[config.mk]
export PLATFORM = sky130hd
export DESIGN_NAME = tmr_bus_if
export DESIGN_NICKNAME = d
export VERILOG_FILES = /design/src/rtl/tmr_pkg.sv /design/src/rtl/tmr_bus_decode.sv /design/src/rtl/tmr_chan_port.sv /design/src/rtl/tmr_rd_mux.sv /design/src/rtl/tmr_bus_if.sv
export SDC_FILE = /design/constraint.sdc
export NUM_CORES = 1
export LEC_CHECK = 0
export ABC_CLOCK_PERIOD_IN_PS = 6700
export BUFFER_PORTS_ARGS = -buffer_cell sky130_fd_sc_hd__buf_2
export CAP_MARGIN = 10
export CORE_MARGIN = 2
export CORE_UTILIZATION = 40
export DETAILED_ROUTE_END_ITERATION = 6
export PLACE_DENSITY = 0.7
export SLEW_MARGIN = 10
export SYNTH_ARGS = -nofsm -noshare
export SYNTH_HDL_FRONTEND = slang
export SYNTH_SLANG_ARGS = --single-unit
[constraint.sdc]
create_clock -name clk -period 6.7 [get_ports clk]
set_input_delay 0.67 -clock clk [delete_from_list [all_inputs] [get_ports clk]]
set_output_delay 0.67 -clock clk [all_outputs]
set_load 0.05 [all_outputs]
[src/rtl/tmr_pkg.sv]
package tmr_pkg;

  typedef enum logic [1:0] {
    FMT_SNAP = 2'b00,
    FMT_LO   = 2'b01,
    FMT_HI   = 2'b10,
    FMT_BOTH = 2'b11
  } fmt_e;

  typedef struct packed {
    fmt_e       fmt;
    logic [2:0] mode;
    logic       bcd;
  } chan_cfg_t;

  localparam logic [1:0] CTRL_ADDR = 2'b11;

  localparam chan_cfg_t CFG_RESET = '{fmt: FMT_BOTH, mode: 3'd0, bcd: 1'b0};

endpackage

[src/rtl/tmr_bus_decode.sv]
module tmr_bus_decode #(
  parameter int NCH = 3
) (
  input  logic           cs,
  input  logic           rd,
  input  logic           wr,
  input  logic [1:0]     addr,
  input  logic [1:0]     cw_sel,
  input  logic [1:0]     cw_fmt,
  output logic [NCH-1:0] cfg_stb,
  output logic [NCH-1:0] snap_stb,
  output logic [NCH-1:0] dwr_stb,
  output logic [NCH-1:0] drd_stb,
  output logic           rd_take
);
  import tmr_pkg::*;

  logic wr_ok;
  logic ctl_wr;

  assign wr_ok   = cs & wr;
  assign rd_take = cs & rd & ~wr;
  assign ctl_wr  = wr_ok & (addr == CTRL_ADDR);

  for (genvar i = 0; i < NCH; i++) begin : g_dec
    assign dwr_stb[i]  = wr_ok   & (addr == 2'(i));
    assign drd_stb[i]  = rd_take & (addr == 2'(i));
    assign cfg_stb[i]  = ctl_wr  & (cw_sel == 2'(i)) & (cw_fmt != FMT_SNAP);
    assign snap_stb[i] = ctl_wr  & (cw_sel == 2'(i)) & (cw_fmt == FMT_SNAP);
  end

endmodule

[src/rtl/tmr_chan_port.sv]
module tmr_chan_port #(
  parameter int BW = 8
) (
  input  logic          clk,
  input  logic          rst_n,
  input  logic          cfg_stb,
  input  logic          snap_stb,
  input  logic          dwr_stb,
  input  logic          drd_stb,
  input  logic [BW-1:0] wbyte,
  input  logic [2*BW-1:0] live,
  output logic [BW-1:0] rd_byte,
  output logic [2*BW-1:0] ld_val,
  output logic          ld_stb,
  output logic [2:0]    mode,
  output logic          bcd
);
  import tmr_pkg::*;

  localparam int CW = 2 * BW;

  chan_cfg_t     cfg_q, cfg_d;
  logic          wptr_q, wptr_d;
  logic          rptr_q, rptr_d;
  logic          held_q, held_d;
  logic [CW-1:0] snap_q, snap_d;
  logic [BW-1:0] lo_q, lo_d;
  logic [CW-1:0] ldv_q, ldv_d;
  logic          lds_q, lds_d;

  logic [CW-1:0] src;
  logic          rd_last;

  assign src     = held_q ? snap_q : live;
  assign rd_last = (cfg_q.fmt != FMT_BOTH) | rptr_q;

  always_comb begin
    unique case (cfg_q.fmt)
      FMT_HI:   rd_byte = src[CW-1:BW];
      FMT_BOTH: rd_byte = rptr_q ? src[CW-1:BW] : src[BW-1:0];
      default:  rd_byte = src[BW-1:0];
    endcase
  end

  always_comb begin
    cfg_d  = cfg_q;
    wptr_d = wptr_q;
    rptr_d = rptr_q;
    held_d = held_q;
    snap_d = snap_q;
    lo_d   = lo_q;
    ldv_d  = ldv_q;
    lds_d  = 1'b0;

    if (cfg_stb) begin
      cfg_d.fmt  = fmt_e'(wbyte[5:4]);
      cfg_d.mode = wbyte[3:1];
      cfg_d.bcd  = wbyte[0];
      wptr_d     = 1'b0;
      rptr_d     = 1'b0;
      held_d     = 1'b0;
    end else if (snap_stb) begin
      if (!held_q) begin
        held_d = 1'b1;
        snap_d = live;
      end
    end

    if (dwr_stb) begin
      unique case (cfg_q.fmt)
        FMT_LO: begin
          ldv_d = {{BW{1'b0}}, wbyte};
          lds_d = 1'b1;
        end
        FMT_HI: begin
          ldv_d = {wbyte, {BW{1'b0}}};
          lds_d = 1'b1;
        end
        default: begin
          if (wptr_q) begin
            ldv_d  = {wbyte, lo_q};
            lds_d  = 1'b1;
            wptr_d = 1'b0;
          end else begin
            lo_d   = wbyte;
            wptr_d = 1'b1;
          end
        end
      endcase
    end

    if (drd_stb) begin
      rptr_d = (cfg_q.fmt == FMT_BOTH) ? ~rptr_q : 1'b0;
      if (rd_last) held_d = 1'b0;
    end
  end

  always_ff @(posedge clk or negedge rst_n) begin
    if (!rst_n) begin
      cfg_q  <= CFG_RESET;
      wptr_q <= 1'b0;
      rptr_q <= 1'b0;
      held_q <= 1'b0;
      snap_q <= '0;
      lo_q   <= '0;
      ldv_q  <= '0;
      lds_q  <= 1'b0;
    end else begin
      cfg_q  <= cfg_d;
      wptr_q <= wptr_d;
      rptr_q <= rptr_d;
      held_q <= held_d;
      snap_q <= snap_d;
      lo_q   <= lo_d;
      ldv_q  <= ldv_d;
      lds_q  <= lds_d;
    end
  end

  assign ld_val = ldv_q;
  assign ld_stb = lds_q;
  assign mode   = cfg_q.mode;
  assign bcd    = cfg_q.bcd;

endmodule

[src/rtl/tmr_rd_mux.sv]
module tmr_rd_mux #(
  parameter int NCH = 3,
  parameter int BW  = 8
) (
  input  logic [1:0]        addr,
  input  logic [NCH*BW-1:0] bytes,
  output logic [BW-1:0]     sel_byte
);
  always_comb begin
    sel_byte = '0;
    for (int i = 0; i < NCH; i++) begin
      if (addr == 2'(i)) sel_byte = bytes[i*BW +: BW];
    end
  end

endmodule

[src/rtl/tmr_bus_if.sv]
module tmr_bus_if #(
  parameter int NCH = 3,
  parameter int BW  = 8
) (
  input  logic                clk,
  input  logic                rst_n,
  input  logic                cs,
  input  logic                rd,
  input  logic                wr,
  input  logic [1:0]          addr,
  input  logic [BW-1:0]       wdata,
  output logic [BW-1:0]       rdata,
  input  logic [NCH*2*BW-1:0] live_cnt,
  output logic [NCH*2*BW-1:0] ld_val,
  output logic [NCH-1:0]      ld_stb,
  output logic [NCH*3-1:0]    mode_o,
  output logic [NCH-1:0]      bcd_o
);
  localparam int CW = 2 * BW;

  logic rs_a_q, rs_b_q;
  logic rst_i_n;

  always_ff @(posedge clk or negedge rst_n) begin
    if (!rst_n) begin
      rs_a_q <= 1'b0;
      rs_b_q <= 1'b0;
    end else begin
      rs_a_q <= 1'b1;
      rs_b_q <= rs_a_q;
    end
  end
  assign rst_i_n = rs_b_q;

  logic [NCH-1:0]    cfg_stb, snap_stb, dwr_stb, drd_stb;
  logic              rd_take;
  logic [NCH*BW-1:0] ch_bytes;
  logic [BW-1:0]     mux_byte;
  logic [BW-1:0]     rdata_q, rdata_d;

  tmr_bus_decode #(.NCH(NCH)) u_dec (
    .cs       (cs),
    .rd       (rd),
    .wr       (wr),
    .addr     (addr),
    .cw_sel   (wdata[7:6]),
    .cw_fmt   (wdata[5:4]),
    .cfg_stb  (cfg_stb),
    .snap_stb (snap_stb),
    .dwr_stb  (dwr_stb),
    .drd_stb  (drd_stb),
    .rd_take  (rd_take)
  );

  for (genvar i = 0; i < NCH; i++) begin : g_ch
    tmr_chan_port #(.BW(BW)) u_ch (
      .clk      (clk),
      .rst_n    (rst_i_n),
      .cfg_stb  (cfg_stb[i]),
      .snap_stb (snap_stb[i]),
      .dwr_stb  (dwr_stb[i]),
      .drd_stb  (drd_stb[i]),
      .wbyte    (wdata),
      .live     (live_cnt[i*CW +: CW]),
      .rd_byte  (ch_bytes[i*BW +: BW]),
      .ld_val   (ld_val[i*CW +: CW]),
      .ld_stb   (ld_stb[i]),
      .mode     (mode_o[i*3 +: 3]),
      .bcd      (bcd_o[i])
    );
  end

  tmr_rd_mux #(.NCH(NCH), .BW(BW)) u_mux (
    .addr     (addr),
    .bytes    (ch_bytes),
    .sel_byte (mux_byte)
  );

  always_comb begin
    rdata_d = rdata_q;
    if (rd_take) rdata_d = mux_byte;
  end

  always_ff @(posedge clk or negedge rst_i_n) begin
    if (!rst_i_n) rdata_q <= '0;
    else          rdata_q <= rdata_d;
  end

  assign rdata = rdata_q;

endmodule

# Word level (Yosys, flattened, before mapping)
# Cells that the tools add are included.
# W data, S select, Z words.
[word_totals] wordCells=167 in_bits=63 output_inout_bits=71 reg_bits=160
[op_classes] bitwise=35 mux=60 reduce_logical=22 n_eq_ne=17
[op_table] operator="$mux W16" n=6
[op_table] operator="$pmux W16 S2" n=3
[op_table] operator="$mux W8" n=6
[op_table] operator="$pmux W8 S2" n=3
[op_table] operator="$mux W1" n=42
[op_table] operator="$and A1 B1 Y1" n=19
[op_table] operator="$eq A2 B2 Y1 const B" n=9
[op_table] operator="$not A1 Y1" n=13
[op_table] operator="$reduce_and A2 Y1" n=6
[op_table] operator="$eq A2 B1 Y1 const B" n=5
[op_table] operator="$reduce_and A3 Y1" n=3
[op_table] operator="$reduce_bool A3 Y1" n=3
[op_table] operator="$reduce_bool A2 Y1" n=4
[op_table] operator="$logic_not A2 Y1" n=3
[op_table] operator="$ne A2 B2 Y1 const B" n=3
[op_table] operator="$reduce_or A2 Y1" n=3
[op_table] operator="$or A1 B1 Y1" n=3

# Logic depth before layout (Yosys ltp)
[logic_depth] word_depth=8 mapped_depth=8 depth_no_buf=7

# By module
# From an unflattened synthesis, not the netlist that was laid out.
[hier_totals] hier_cells=645 hier_area_um2=7807.5
[modules_own_cells] mod="tmr_chan_port at g_ch[1].u_ch ..." seq_area_each_um2=1253.7 cells_each=193 area_each_um2=2342.2 n_inst=2
[modules_own_cells] mod="tmr_chan_port at g_ch[0].u_ch" seq_area_each_um2=1253.7 cells_each=199 area_each_um2=2384.8 n_inst=1
[modules_own_cells] mod="tmr_bus_if" seq_area_each_um2=250.2 cells_each=20 area_each_um2=385.4 n_inst=1
[modules_own_cells] mod="tmr_rd_mux" seq_area_each_um2=0.0 cells_each=20 area_each_um2=197.7 n_inst=1
[modules_own_cells] mod="tmr_bus_decode" seq_area_each_um2=0.0 cells_each=20 area_each_um2=155.1 n_inst=1

# Worst setup path after synthesis
# OpenSTA, ideal clock, no wires.
[synth_path] path_type="in2reg" startpoint="input port addr[1]" endpoint="register g_ch[0].u_ch.snap_q[10]" path_buffers=3 cell_stages=7 setup_time_ns=0.125 slack_ns=4.541 required_time_ns=6.575 arrival_time_ns=2.034 cell_sequence="buf_2 nand4_4 nor3_2 and3b_1 buf_4 buf_6 mux2_2"
[synth_via] elab_chain_len=6 word_cells_on_any_way=7 cone_classes="eq/ne: 1; bitwise: 5; reduce/logical: 1"
[synth_lines] item="from (decl)" line_no="tmr_bus_if.sv:10" source="input logic [1:0] addr,"
[synth_lines] item="$eq A2 B2 Y1 *" line_no="tmr_bus_decode.sv:23" source="assign ctl_wr = wr_ok & (addr == CTRL_ADDR);"
[synth_lines] item="$and A1 B1 Y1 *" line_no="tmr_bus_decode.sv:23"
[synth_lines] item="$and A1 B1 Y1 *" line_no="tmr_bus_decode.sv:28, tmr_bus_decode.sv:29"
[synth_lines] item="$and A1 B1 Y1" line_no="tmr_bus_decode.sv:28" source="assign cfg_stb[i] = ctl_wr & (cw_sel == 2'(i)) & (cw_fmt != FMT_SNAP);"
[synth_lines] item="$not A1 Y1 (no source line)"
[synth_lines] item="$reduce_and A2 Y1 (no source line) *"
[synth_lines] item="to (signal assigned)" line_no="tmr_chan_port.sv:113" source="snap_q <= snap_d;"
[synth_lines] item="to (decl)" line_no="tmr_chan_port.sv:26" source="logic [CW-1:0] snap_q, snap_d;"
# Every way passes the cells marked *; elsewhere a longest branch is shown, timed or not.
# A chain may end at the register's enable or synchronous reset.

# Final worst setup path
[layout_path] startpoint="register g_ch[1].u_ch.cfg_q[4] (netlist name)" endpoint="register g_ch[1].u_ch.ldv_q[14]"
[layout_via] elab_chain_len=3 word_cells_on_any_way=5 cone_classes="eq/ne: 2; mux: 1; reduce/logical: 2"
[layout_lines] item="from (decl)" line_no="tmr_chan_port.sv:22" source="chan_cfg_t cfg_q, cfg_d;"
[layout_lines] item="from (signal assigned)" line_no="tmr_chan_port.sv:109" source="cfg_q <= cfg_d;"
[layout_lines] item="$eq A2 B1 Y1 or $eq A2 B2 Y1 (tied branches)" line_no="tmr_chan_port.sv:70" source="unique case (cfg_q.fmt)"
[layout_lines] item="$reduce_bool A3 Y1 (no source line)"
[layout_lines] item="$reduce_and A2 Y1 (no source line)"
[layout_lines] item="to (signal assigned)" line_no="tmr_chan_port.sv:115" source="ldv_q <= ldv_d;"
[layout_lines] item="to (decl)" line_no="tmr_chan_port.sv:28" source="logic [CW-1:0] ldv_q, ldv_d;"
# Several ways; a longest one is shown, not always the timed one.

==> run metrics <==
Die Span Y=~140 um; minimum clock period=roughly 2.8 ns; global route overflow=0; EDFF count, synth=0; dpl ws=between 3 and 4 ns; setup violators final=0; postcts setup bufs=0; row count=50; slew margin rel.=a little under a third; gp weighted congestion=just over 0.8; core area=approximately 19000 um2; Synth area leader=dfrtp_1; drt wl/cell=16.91 um; worst skew pair latency=approximately 0.43 ns; clock skew=between 0.01 and 0.015 ns; DRC violations left=0; Pwr per Cell Area=around 420 nW/um2; synthesis-stage register bit count=160; sequential area share after synthesis=52.21%; max cap viols=0; crit path max fanout=25; total power=between 3 and 4 mW; synth warn=0; Vias/cell=5.166; Int Pwr=about 2.2 mW; Pleak=4.429 nW; most common cell after layout, fill and taps aside=dfrtp_1; fin util=47.76%; worst min-delay path class=reg2reg; Post-DRT Antenna Nets=0; hold path start=rs_a_q; largest net degree at the start of global routing=between 70 and 80; startpoint class of the critical path=flop; H-Tree Depth=4; RSZ-0062 raised after global routing=no; PortBufs=~130; Detailed Route Iter0 Violations=342; combinational power share=a little over a third; Root Buffer=clkbuf_16; antenna cells=0; clk slew on worst S/H paths=around 0.07 ns; worst path required time=around 7 ns; die footprint=between 20000 and 25000 um2; # hold bufs at CTS=1; layout cells sized above 1=35.09%; GR Util All Layers=between 15 and 20%; CTS buffer count=17; TritonCTS clock tree=yes; Synth top area share=50.16%; r2r setup slk=approximately 4 ns; via count=around 5.3k; switching share of power=40.91%; CP endpoint kind=flop; wirelength, routed=roughly 17000 um; Avg Inst Size Synth=approximately 11 um2; post-CTS sizing=0; first-pass GRT wire length=around 28000 um; clock share of power=26.8%; Mapped Cells=689; FFs w/ async S/R, synth=100.0%; final setup TNS=0 ns; most frequent cells in the layout=dfrtp_1, buf_2, nand2_1, mux2_2, mux2i_1; sequential share of power=between 30% and 40%; status=complete, no violations; FF-to-FF Start=g_ch[1].u_ch.cfg_q[4]; CP startpoint=g_ch[1].u_ch.cfg_q[4]; endpoints failing hold=0; Mapped Area=between 7000 and 8000 um2; 1st-pass router iterations=4; Top Ports=between 100 and 150; PnR worst setup slack=between 3 and 4 ns; synth top area cells=dfrtp_1, mux2_2, mux2i_1; clk sink count=160; Tcrit/Tclk final=approximately two fifths; Final Slew Violations=0; Die Wd=about 140 um; Distinct cells, synth=46; Worst-Margin Slew=1.027 ns; ys flop type=dfrtp_1; Worst VDD drop=0.1928 mV; initial antenna violation count=0; Layout area overhead=16.68%; vias in the first global route=5118; classification of the worst setup path=reg2reg; Clock Tree Buf Depth=2; Syn Nets=about 760; Worst Hold Margin=around 0.35 ns; Starting Density=40.93%; post-DP HPWL=12120 um; Psw=approximately 1.5 mW; Critical Path AT=between 3 and 4 ns; fmax=between 300 and 400 MHz; NumNets Final=857
[logic make-up (layout without fill, tap and decap cells)]
logic type	Yosys count	in the layout	synth area share [%]
muxes	135	135	20.05
adders and majority gates	9	9	1.466
and+or+nand+nor	199	199	12.43
DFF	160	160	52.22
buffers and inverters	68	177	4.544
AOI/OAI and AO/OA	117	117	9.251
other	1	1	0.04881
[worst paths after layout]
path                       cells past startpoint                      end
hold / removal                                 0                   rs_b_q
setup reg to reg                               7  g_ch[1].u_ch.ld_val[14]
min in group asynchronous                      0     g_ch[2].u_ch.lo_q[1]
max in group asynchronous                      2   g_ch[1].u_ch.ld_val[7]
hold reg to reg                                0                   rs_b_q
setup / recovery                               7  g_ch[1].u_ch.ld_val[14]
[cell type report]
type,instances,area [um2]
Timing Repair Buffer,136,690.7
Fill cell,1757,9804
Multi-Input combinational cell,461,3322
Inverter,9,33.78
Tap cell,234,292.8
Sequential cell,160,4015
Clock buffer,18,429.2
Clock inverter,14,180.2
[flip-flops by register name, indices dropped and copies added (netlist names)]
signal / flops
g_ch.u_ch.rptr_q: 3
rdata: 8
g_ch.u_ch.lo_q: 24
g_ch.u_ch.held_q: 3
g_ch.u_ch.snap_q: 48
g_ch.u_ch.mode: 9
g_ch.u_ch.wptr_q: 3
g_ch.u_ch.ld_stb: 3
g_ch.u_ch.bcd: 3
g_ch.u_ch.ld_val: 48
rs_a_q: 1
g_ch.u_ch.cfg_q: 6
rs_b_q: 1
[through the flow]
stage / cells / cell area, um2
finish: 1032 / 8964
global route: 1032 / 8964
CTS: 1032 / 8964
detailed placement: 999 / 8344
global placement: 999 / 8344
floorplan: 689 / 7682
[power groups by stage]
stage | logic (mW) | registers (mW) | clock network (mW)
after floorplan | 0.545 | 1.91 | 0
after global routing | 1.43 | 1.46 | 1.06
after global placement | 1.32 | 1.44 | 0
final | 1.33 | 1.42 | 1.01
after detailed placement | 1.34 | 1.44 | 0
after CTS | 1.34 | 1.42 | 1.03
[routing by layer]
metal | up-vias | wire length (um) | track usage, %
met2 | 117 | 7940 | 26.29
li1 | 2593 | - | -
met5 | - | 0 | 0
met4 | 0 | 407 | 7.400
met3 | 24 | 706 | 3.903
met1 | 2597 | 8398 | 24.97
[cell usage after synthesis (3+ instances only)]
library cell	instances
a21oi_1	28
a221oi_1	5
a22o_1	7
a22oi_1	7
buf_1	3
buf_2	9
buf_4	16
buf_6	3
clkbuf_1	28
dfrtp_1	154
dfstp_2	6
ha_1	9
inv_1	8
mux2_2	71
mux2_4	20
mux2i_1	44
nand2_1	104
nand2b_1	3
nand3_1	25
nor2_1	38
nor2b_1	8
o21ai_0	34
o22ai_1	23
or2_2	4
[worst max-delay path, cell delays in order, from the launching register on]
cell and delay [ns]:
dfstp_2 0.56, inv_1 0.05, ha_1 0.61, nand2b_1 0.10, nand3_1 0.60, clkinv_1 0.47, nand3_1 0.21, nand2_1 0.07
(Power assumes the default switching activity.)
